**config.mk**
```make
export PLATFORM = sky130hd
export DESIGN_NAME = iaccess_port
export DESIGN_NICKNAME = d
export VERILOG_FILES = /design/src/rtl/iaccess_pkg.sv /design/src/rtl/iaccess_ctrl.sv /design/src/rtl/iaccess_dp.sv /design/src/rtl/iaccess_port.sv
export SDC_FILE = /design/constraint.sdc
export NUM_CORES = 1
export LEC_CHECK = 0
export ABC_AREA = 1
export BUFFER_PORTS_ARGS = -buffer_cell sky130_fd_sc_hd__clkbuf_2
export CORE_AREA = 5 5 133 135
export CTS_BUF_LIST = sky130_fd_sc_hd__clkbuf_4 sky130_fd_sc_hd__clkbuf_8 sky130_fd_sc_hd__clkbuf_16
export CTS_CLUSTER_DIAMETER = 150
export DETAILED_ROUTE_END_ITERATION = 12
export DIE_AREA = 0 0 138 140
export PLACE_DENSITY_LB_ADDON = 0.2
export REMOVE_ABC_BUFFERS = 1
export SYNTH_ARGS = -nofsm -noshare
export SYNTH_HDL_FRONTEND = slang
export SYNTH_SLANG_ARGS = --single-unit
export TNS_END_PERCENT = 5
```
**constraint.sdc**
```tcl
create_clock -name clk -period 1.9 [get_ports clk]
set_input_delay 0.19 -clock clk [delete_from_list [all_inputs] [get_ports clk]]
set_output_delay 0.19 -clock clk [all_outputs]
set_load 0.01 [all_outputs]
```
**src/rtl/iaccess_pkg.sv**
```systemverilog
package iaccess_pkg;

  typedef enum logic [2:0] {
    KIND_DELIV  = 3'd0,
    KIND_THRESH = 3'd1,
    KIND_CLAIM  = 3'd2,
    KIND_PEND   = 3'd3,
    KIND_ENAB   = 3'd4
  } regKind_e;

  localparam logic [1:0] PRIV_SUP  = 2'd1;
  localparam logic [1:0] PRIV_MACH = 2'd3;

  localparam logic [7:0] SEL_DELIV  = 8'h70;
  localparam logic [7:0] SEL_THRESH = 8'h72;

  localparam int WORD_W = 6;

  // strobes from control to datapath
  typedef struct packed {
    logic     legal;
    regKind_e kind;
    logic     wide;
    logic     lowWord;
  } ctrlStrb_t;

endpackage

```
**src/rtl/iaccess_ctrl.sv**
```systemverilog
module iaccess_ctrl
  import iaccess_pkg::*;
#(
  parameter bit MMODE     = 1'b0,
  parameter int NUM_PAGES = 4,
  parameter int NUM_IDS   = 128,
  parameter int GUEST_W   = 3,
  parameter int PAGE_W    = 2
) (
  input  logic               reqValid,
  input  logic [1:0]         reqPriv,
  input  logic               reqVirt,
  input  logic [GUEST_W-1:0] reqGuest,
  input  logic [7:0]         reqSel,
  input  logic               reqClaim,
  input  logic               reqWide,
  output ctrlStrb_t          strb,
  output logic [PAGE_W-1:0]  pageSel,
  output logic [WORD_W-1:0]  wordIdx
);

  localparam int WORDS_NARROW = NUM_IDS / 32;
  localparam int WORDS_WIDE   = NUM_IDS / 64;

  logic     pageOk;
  logic     selOk;
  logic     isEix;
  logic     wordOk;
  regKind_e kind;

  // page selection: the instance flavour picks the rule
  if (MMODE) begin : g_mach
    always_comb begin
      pageSel = '0;
      pageOk  = (reqPriv == PRIV_MACH) && !reqVirt;
    end
  end else begin : g_sup
    always_comb begin
      pageSel = '0;
      pageOk  = 1'b0;
      if (reqPriv == PRIV_SUP) begin
        if (!reqVirt) begin
          pageOk = 1'b1;
        end else if ((reqGuest != '0) && (32'(reqGuest) < NUM_PAGES)) begin
          pageOk  = 1'b1;
          pageSel = PAGE_W'(reqGuest);
        end
      end
    end
  end

  // register decode
  always_comb begin
    selOk = 1'b1;
    isEix = 1'b0;
    kind  = KIND_DELIV;
    if (reqClaim) begin
      kind = KIND_CLAIM;
    end else if (reqSel == SEL_DELIV) begin
      kind = KIND_DELIV;
    end else if (reqSel == SEL_THRESH) begin
      kind = KIND_THRESH;
    end else if (reqSel[7]) begin
      isEix = 1'b1;
      kind  = reqSel[6] ? KIND_ENAB : KIND_PEND;
    end else begin
      selOk = 1'b0;
    end
  end

  // word packing by XLEN
  always_comb begin
    wordIdx = reqWide ? {1'b0, reqSel[5:1]} : reqSel[5:0];
    if (!isEix) begin
      wordOk = 1'b1;
    end else if (reqWide) begin
      wordOk = !reqSel[0] && (32'(wordIdx) < WORDS_WIDE);
    end else begin
      wordOk = 32'(wordIdx) < WORDS_NARROW;
    end
  end

  always_comb begin
    strb.legal   = reqValid && pageOk && selOk && wordOk;
    strb.kind    = kind;
    strb.wide    = reqWide;
    strb.lowWord = isEix && (wordIdx == '0);
  end

endmodule

```
**src/rtl/iaccess_dp.sv**
```systemverilog
module iaccess_dp
  import iaccess_pkg::*;
#(
  parameter int THR_BITS = 11,
  parameter int DATA_W   = 64
) (
  input  logic              clk,
  input  logic              rstN,
  input  logic              reqValid,
  input  ctrlStrb_t         strb,
  input  logic [DATA_W-1:0] reqWdata,
  input  logic [DATA_W-1:0] reqWmask,
  input  logic [DATA_W-1:0] fileRdata,
  output logic              fileWe,
  output logic [DATA_W-1:0] fileWdata,
  output logic              rspValid,
  output logic [DATA_W-1:0] rspData,
  output logic              rspErr
);

  localparam logic [DATA_W-1:0] THR_MASK    = (DATA_W'(1) << THR_BITS) - DATA_W'(1);
  localparam logic [DATA_W-1:0] NARROW_MASK = DATA_W'(32'hFFFF_FFFF);

  logic [DATA_W-1:0] fieldMask;
  logic [DATA_W-1:0] oldVal;
  logic [DATA_W-1:0] effMask;
  logic [DATA_W-1:0] mergedVal;
  logic              isClaim;

  always_comb begin
    unique case (strb.kind)
      KIND_DELIV:  fieldMask = DATA_W'(1);
      KIND_THRESH: fieldMask = THR_MASK;
      KIND_CLAIM:  fieldMask = '1;
      default:     fieldMask = strb.wide ? '1 : NARROW_MASK;
    endcase
    if (strb.lowWord) fieldMask[0] = 1'b0;
  end

  always_comb begin
    isClaim   = (strb.kind == KIND_CLAIM);
    oldVal    = fileRdata & fieldMask;
    effMask   = reqWmask & fieldMask;
    mergedVal = (oldVal & ~effMask) | (reqWdata & effMask);
    fileWe    = strb.legal && (isClaim ? (reqWmask != '0) : (effMask != '0));
    fileWdata = isClaim ? '0 : mergedVal;
  end

  always_ff @(posedge clk) begin
    if (!rstN) begin
      rspValid <= 1'b0;
      rspErr   <= 1'b0;
      rspData  <= '0;
    end else begin
      rspValid <= reqValid;
      rspErr   <= reqValid && !strb.legal;
      rspData  <= strb.legal ? oldVal : '0;
    end
  end

endmodule

```
**src/rtl/iaccess_port.sv**
```systemverilog
module iaccess_port
  import iaccess_pkg::*;
#(
  parameter bit MMODE     = 1'b0,
  parameter int NUM_PAGES = 4,
  parameter int NUM_IDS   = 128,
  parameter int THR_BITS  = 11,
  parameter int GUEST_W   = 3,
  parameter int PAGE_W    = (NUM_PAGES > 1) ? $clog2(NUM_PAGES) : 1
) (
  input  logic               clk,
  input  logic               rstN,
  input  logic               reqValid,
  input  logic [1:0]         reqPriv,
  input  logic               reqVirt,
  input  logic [GUEST_W-1:0] reqGuest,
  input  logic [7:0]         reqSel,
  input  logic               reqClaim,
  input  logic               reqWide,
  input  logic [63:0]        reqWdata,
  input  logic [63:0]        reqWmask,
  output logic [PAGE_W-1:0]  filePage,
  output logic [2:0]         fileKind,
  output logic [5:0]         fileWord,
  output logic               fileWide,
  input  logic [63:0]        fileRdata,
  output logic               fileWe,
  output logic [63:0]        fileWdata,
  output logic               rspValid,
  output logic [63:0]        rspData,
  output logic               rspErr
);

  ctrlStrb_t strb;

  iaccess_ctrl #(
    .MMODE(MMODE), .NUM_PAGES(NUM_PAGES), .NUM_IDS(NUM_IDS),
    .GUEST_W(GUEST_W), .PAGE_W(PAGE_W)
  ) u_ctrl (
    .reqValid(reqValid), .reqPriv(reqPriv), .reqVirt(reqVirt),
    .reqGuest(reqGuest), .reqSel(reqSel), .reqClaim(reqClaim),
    .reqWide(reqWide), .strb(strb), .pageSel(filePage), .wordIdx(fileWord)
  );

  iaccess_dp #(.THR_BITS(THR_BITS), .DATA_W(64)) u_dp (
    .clk(clk), .rstN(rstN), .reqValid(reqValid), .strb(strb),
    .reqWdata(reqWdata), .reqWmask(reqWmask), .fileRdata(fileRdata),
    .fileWe(fileWe), .fileWdata(fileWdata),
    .rspValid(rspValid), .rspData(rspData), .rspErr(rspErr)
  );

  assign fileKind = strb.kind;
  assign fileWide = reqWide;

endmodule

```
## Word level (Yosys, flattened, before mapping)

Cells that the tools add are included.
W data, S select, Z words.

- Register bits after elaboration: 66
- Output and inout bits: 143
- Word-level logic and storage cells: 59

- Order comparisons: 3
- Equality and inequality tests: 5
- Muxes and demuxes: 26
- Bitwise logic cells: 6
- Reductions and logical operators: 16

Operator list:

| kind | count |
|---|---|
| $and A64 B64 Y64 | 4 |
| $pmux W64 S3 | 1 |
| $mux W64 | 2 |
| $reduce_bool A64 Y1 | 2 |
| $not A64 Y64 | 1 |
| $or A64 B64 Y64 | 1 |
| $eq A8 B7 Y1 const B | 2 |
| $mux W3 | 5 |
| $mux W1 | 14 |
| $logic_and A1 B1 Y1 | 8 |
| $logic_not A6 Y1 | 1 |
| $lt A6 B2 Y1 const B | 1 |
| $lt A6 B3 Y1 const B | 1 |
| $mux W2 | 3 |
| $mux W6 | 1 |
| $eq A3 B1 Y1 const B | 1 |
| $eq A3 B2 Y1 const B | 1 |
| $logic_not A3 Y1 | 1 |
| $lt A3 B3 Y1 const B | 1 |
| $reduce_bool A3 Y1 | 1 |
| $eq A2 B1 Y1 const B | 1 |
| $logic_not A1 Y1 | 2 |
| $reduce_and A2 Y1 | 1 |

## Longest topological paths before layout

- Word-level depth: 13
- Depth in mapped cells: 12
- Mapped depth without buffers: 12

## Modules after synthesis

From an unflattened synthesis, not the netlist that was laid out.

- Cell total of the unflattened synthesis: 592
- Area total of the unflattened synthesis: 3,662.3 µm²

Modules (own cells, without submodules):

| module | instances | cells an instance | area an instance (µm²) | seq. area each (µm²) |
|---|---|---|---|---|
| iaccess_dp | 1 | 526 | 3,378.2 | 1,321.3 |
| iaccess_ctrl | 1 | 65 | 276.5 | 0.0 |
| iaccess_port | 1 | 1 | 7.5 | 0.0 |

## Least setup slack after synthesis

Ideal clock, no wire load.

- Kind: input to output
- From: input port reqWide
- To: output port fileWe
- Arrival: 1.265 ns
- Required time: 1.710 ns
- Path slack: 0.445 ns
- Stages on the path: 10
- Path buffers: 1
- Cell sequence: buf_4 > o21ai_0 > nor2_1 > nand2_1 > nand2_1 > nand3_1 > nor2_1 > nand4_1 > nand2_1 > inv_1

- Word-level cells in the longest chain between the ends: 8
- Elaborated cells on any way between the ends: 16
- Those cells by class: order compare: 2; mux: 7; bitwise: 1; reduce/logical: 6

Ends and longest elaborated chain:

| item | RTL line | text |
|---|---|---|
| start, declared | iaccess_port.sv:19 | `input logic reqWide,` |
| $mux W6 (*) | iaccess_ctrl.sv:73 | `wordIdx = reqWide ? {1'b0, reqSel[5:1]} : reqSel[5:0];` |
| net fileWord[1] | iaccess_port.sv:24 | `output logic [5:0] fileWord,` |
| $logic_not A6 Y1 | iaccess_ctrl.sv:87 | `strb.lowWord = isEix && (wordIdx == '0);` |
| $logic_and A1 B1 Y1 | iaccess_ctrl.sv:87 |  |
| $mux W1 | iaccess_dp.sv:37 | `if (strb.lowWord) fieldMask[0] = 1'b0;` |
| $and A64 B64 Y64 | iaccess_dp.sv:43 | `effMask = reqWmask & fieldMask;` |
| $reduce_bool A64 Y1 | iaccess_dp.sv:45 | `fileWe = strb.legal && (isClaim ? (reqWmask != '0) : (effMask != '0));` |
| $mux W1 | iaccess_dp.sv:45 |  |
| $logic_and A1 B1 Y1 (*) | iaccess_dp.sv:45 |  |
| end, declared | iaccess_port.sv:27 | `output logic fileWe,` |

The timed path passes the listed nets; every way through them passes the cells marked *.

## Worst setup path in the final report

- From: input port reqWide
- To: output port fileWe

- Word-level cells in the longest chain between the ends: 8
- Elaborated cells on any way between the ends: 16
- Those cells by class: order compare: 2; mux: 7; bitwise: 1; reduce/logical: 6

Ends and longest elaborated chain:

| item | RTL line |
|---|---|
| $mux W6 | iaccess_ctrl.sv:73 |
| $logic_not A6 Y1 | iaccess_ctrl.sv:87 |
| $logic_and A1 B1 Y1 | iaccess_ctrl.sv:87 |
| $mux W1 | iaccess_dp.sv:37 |
| $and A64 B64 Y64 | iaccess_dp.sv:43 |
| $reduce_bool A64 Y1 | iaccess_dp.sv:45 |
| $mux W1 | iaccess_dp.sv:45 |
| $logic_and A1 B1 Y1 (*) | iaccess_dp.sv:45 |

Mark *: on every way between the ends. The rest lies on a longest branch, timed or not.

==> out/results.md <==
| Result | Reported | Unit |
|---|---|---|
| Critical path data required time | 1.71 | ns |
| Setup repair after global routing missed its margin | false | - |
| Vias | 5057 | - |
| DIE HEIGHT | 140 | um |
| Register bit count reported by yosys | 66 | - |
| Xor/xnor cell area share of the yosys netlist | 0 | % |
| Horizontal die dimension | 138 | um |
| Total power divided by cell area | 654.9 | nW/um2 |
| Final weighted congestion in routability-driven placement | 0.8903 | - |
| TritonCTS clock tree | yes | - |
| Distinct cell type count of the synthesized netlist | 25 | - |
| Number of max-slew violations in the final report | 0 | - |
| Max-cap check violation count | 0 | - |
| Count of buffers inserted at the top-level ports | 353 | - |
| Type of the tightest min-delay check | primary input to register | - |
| Final TNS setup | 0 | ns |
| Number of violations reported at the end of detailed-routing iteration 0 | 237 | - |
| Clock root cell | sky130_fd_sc_hd__clkbuf_16 | - |
| Worst setup margin | 0.1646 | ns |
| Adder-cell share of the synthesized area | 0 | % |
| Number of standard cells after synthesis | 595 | - |
| Startpoint of the most critical hold path | reqValid | - |
| Nets@finish | 1161 | - |
| Post-synthesis to final-layout area growth | 61.97 | % |
| Switching Power | 1135 | uW |
| # H-tree levels | 3 | - |
| Share of synthesized area spent on multiplexers | 2.851 | % |
| Number of global-route vias before repair | 5039 | - |
| Sequential fraction of the synthesis area | 34.21 | % |
| Worst Hold Path Cells | 3 | - |
| Number of endpoints failing setup at the final stage | 0 | - |
| Compound-Gate Fraction of Synth Area | 8.714 | % |
| Effective utilization at floorplan | 23.63 | % |
| Warnings from Yosys | 0 | - |
| Vias per Instance | 4.300 | - |
| Peak clock frequency supported by timing | 0.5762 | GHz |
| Detailed-route wire length | 17860 | um |
| Worst Tran Pin Value | 0.7244 | ns |
| Hold worst-path end | u_dp.rspValid | - |
| Buffer levels on the longest clock path | 2 | - |
| Residual DRC | 0 | - |
| Wire length of the first global-routing pass | 27410 | um |
| All-layer global routing usage | 17.78 | % |
| Detailed-route wire length per cell | 15.18 | um |
| Worst-case setup slack after placement | -0.0001854 | ns |
| Final Cycle Share | 91.34 | % |
| Combinational family with the most area after synthesis | simple AND/OR/NAND/NOR gates | - |
| Final hold violation count | 0 | - |
| Number of clock buffers inserted by TritonCTS | 9 | - |
| Crit. End Element | output pin | - |
| Number of nets with antenna violations after routing | 0 | - |
| Fillers | 1860 | - |
| Core box area | 16350 | um2 |
| Nature of the critical path startpoint | primary input | - |
| Internal Power | 2962 | uW |
| Largest driver fanout on the critical path | 17 | - |
| TritonRoute pass-1 iters | 4 | - |
| Clock Sinks | 66 | - |
| Simple-gate share of the synthesized area | 42.95 | % |
| Row count | 47 | - |
| Sequential share of power | 34.2 | % |
| Placed wire-length estimate | 15100 | um |
| Share of total power consumed by net switching | 27.70 | % |
| Num ports | 354 | - |
| Tot Pwr | 4097 | uW |
| Peak VDD IR | 0.3655 | mV |
| Worst Path Class, Setup | primary input to output pin | - |
| Mapped Avg Cell Area | 6.492 | um2 |
| Final worst hold slack | 0.08004 | ns |
| Max-slew headroom | 51.65 | % |
| Fin crit period | 1.735 | ns |
| Cell area after synthesis | 3862 | um2 |
| Final global-route overflow total | 0 | - |
| Leakage component of the power | 0.003506 | uW |
| Number of antenna violations at the first check in global routing | 1 | - |
| Area of the die | 19320 | um2 |
| Signal arrival time at the worst endpoint | 1.55 | ns |
| Fraction of final layout cells sized beyond drive strength 1 | 48.48 | % |
| Maximum number of pins on one net before global-route repair | 36 | - |
| Clk slew on worst S/H paths | 0.06 | ns |
| Part of the total power dissipated in the clock network | 44.7 | % |
| Fraction of power consumed by combinational cells | 21.1 | % |
| Run status | complete, no violations | - |
worst max-delay path: stages:
cell and delay [ns]:
sky130_fd_sc_hd__clkbuf_4 0.18, sky130_fd_sc_hd__a21oi_4 0.20, sky130_fd_sc_hd__inv_2 0.18, sky130_fd_sc_hd__o21ai_0 0.18, sky130_fd_sc_hd__nand3_1 0.16, sky130_fd_sc_hd__nor2_1 0.11, sky130_fd_sc_hd__nand4_1 0.10, sky130_fd_sc_hd__nand2_1 0.08
sky130_fd_sc_hd__inv_1 0.04, sky130_fd_sc_hd__clkbuf_2 0.13
kinds of logic after synthesis:
kind of cell           Yosys count
flip-flops                      66
buffers and inverters           99
multiplexers                    11
AND/OR/NAND/NOR                355
AO/OA/AOI/OAI                   64
cell usage after synthesis (all sizes together):
cell / count / area [um2]
mux2i: 11 / 110.1
nand4: 13 / 81.33
nor2: 118 / 593.1
buf: 17 / 127.6
dfxtp: 66 / 1321
nor3: 10 / 50.05
a21oi: 55 / 286.5
nand3: 72 / 365.3
o21ai: 7 / 35.03
nand3b: 1 / 7.510
a31oi: 1 / 6.260
or2: 6 / 37.54
clkbuf: 10 / 37.54
o41ai: 1 / 8.760
nand2: 131 / 499.2
nor4: 4 / 25.02
inv: 72 / 270.3
layout make-up:
| class | instances | area (um2) | share of cell area, % |
|---|---|---|---|
| Inverter | 72 | 270.3 | 4.320 |
| Sequential cell | 66 | 1321 | 21.12 |
| Antenna cell | 1 | 2.502 | 0.04000 |
| Clock inverter | 5 | 77.57 | 1.240 |
| Clock buffer | 11 | 246.5 | 3.940 |
| Tap cell | 220 | 275.3 | 4.400 |
| Multi-Input combinational cell | 430 | 2121 | 33.90 |
| Timing Repair Buffer | 371 | 1942 | 31.04 |
worst max-delay path by stage:
stage | depth (start not counted) | start | slack [ns] | to
4_1_cts | 14 | reqWide | 0.07 | fileWe
3_5_place_dp | 11 | reqWmask[21] | -0.0002 | fileWe
2_1_floorplan | 5 | reqWide | -0.54 | fileWdata[57]
3_3_place_gp | 11 | reqWmask[17] | 0.04 | fileWe
5_1_grt | 14 | reqWide | 0.02 | fileWe
6_report | 10 | reqWide | 0.16 | fileWe
state kept, by name, summed over array words and instances (netlist names):
signal         flops
u_dp.rspErr        1
u_dp.rspValid      1
u_dp.rspData      64
stage by stage:
| stage | utilization, % | std cells | cell area, um2 |
|---|---|---|---|
| 3_5_place_dp | 36.16 | 1159 | 5912 |
| 5_1_grt | 38.27 | 1176 | 6256 |
| 2_1_floorplan | - | 568 | 3697 |
| 3_3_place_gp | 36.16 | 1159 | 5912 |
| 6_report | 38.27 | 1176 | 6256 |
| 4_1_cts | 38.18 | 1175 | 6241 |
layout by cell type (no fill, tap or decap), types with 4 or more instances in the layout:
cell                        count
sky130_fd_sc_hd__a21oi_1       54
sky130_fd_sc_hd__buf_4         15
sky130_fd_sc_hd__clkbuf_16      9
sky130_fd_sc_hd__clkbuf_2     352
sky130_fd_sc_hd__dfxtp_1       66
sky130_fd_sc_hd__inv_1         69
sky130_fd_sc_hd__mux2i_1       11
sky130_fd_sc_hd__nand2_1      129
sky130_fd_sc_hd__nand3_1       71
sky130_fd_sc_hd__nand4_1       13
sky130_fd_sc_hd__nor2_1        57
sky130_fd_sc_hd__nor2_2        61
sky130_fd_sc_hd__nor3_1         8
sky130_fd_sc_hd__nor4_1         4
sky130_fd_sc_hd__o21ai_0        6
sky130_fd_sc_hd__or2_2          6
power groups by stage:
stage	sequential, uW	clock, uW	combinational [uW]
6_report	1400	1830	865
3_3_place_gp	1430	0	870
3_5_place_dp	1430	0	867
4_1_cts	1400	1910	872
5_1_grt	1400	1950	966
2_1_floorplan	1440	0	363
repair_timing:
item | CTS | global route
setup endpoints to repair | 1 | 10
setup buffers | 0 | 0
resized for setup | 1 | 6
hold endpoints to repair | 0 | 0
hold buffers | 0 | 0
per-layer routing:
metal	track usage (%)	wire, um	vias to the layer above
met3	4.294	1294	19
met4	6.136	309	0
met1	21.56	7417	2189
li1	-	-	2619
met5	0	0	-
met2	30.83	8834	230
(Power assumes the default switching activity.)
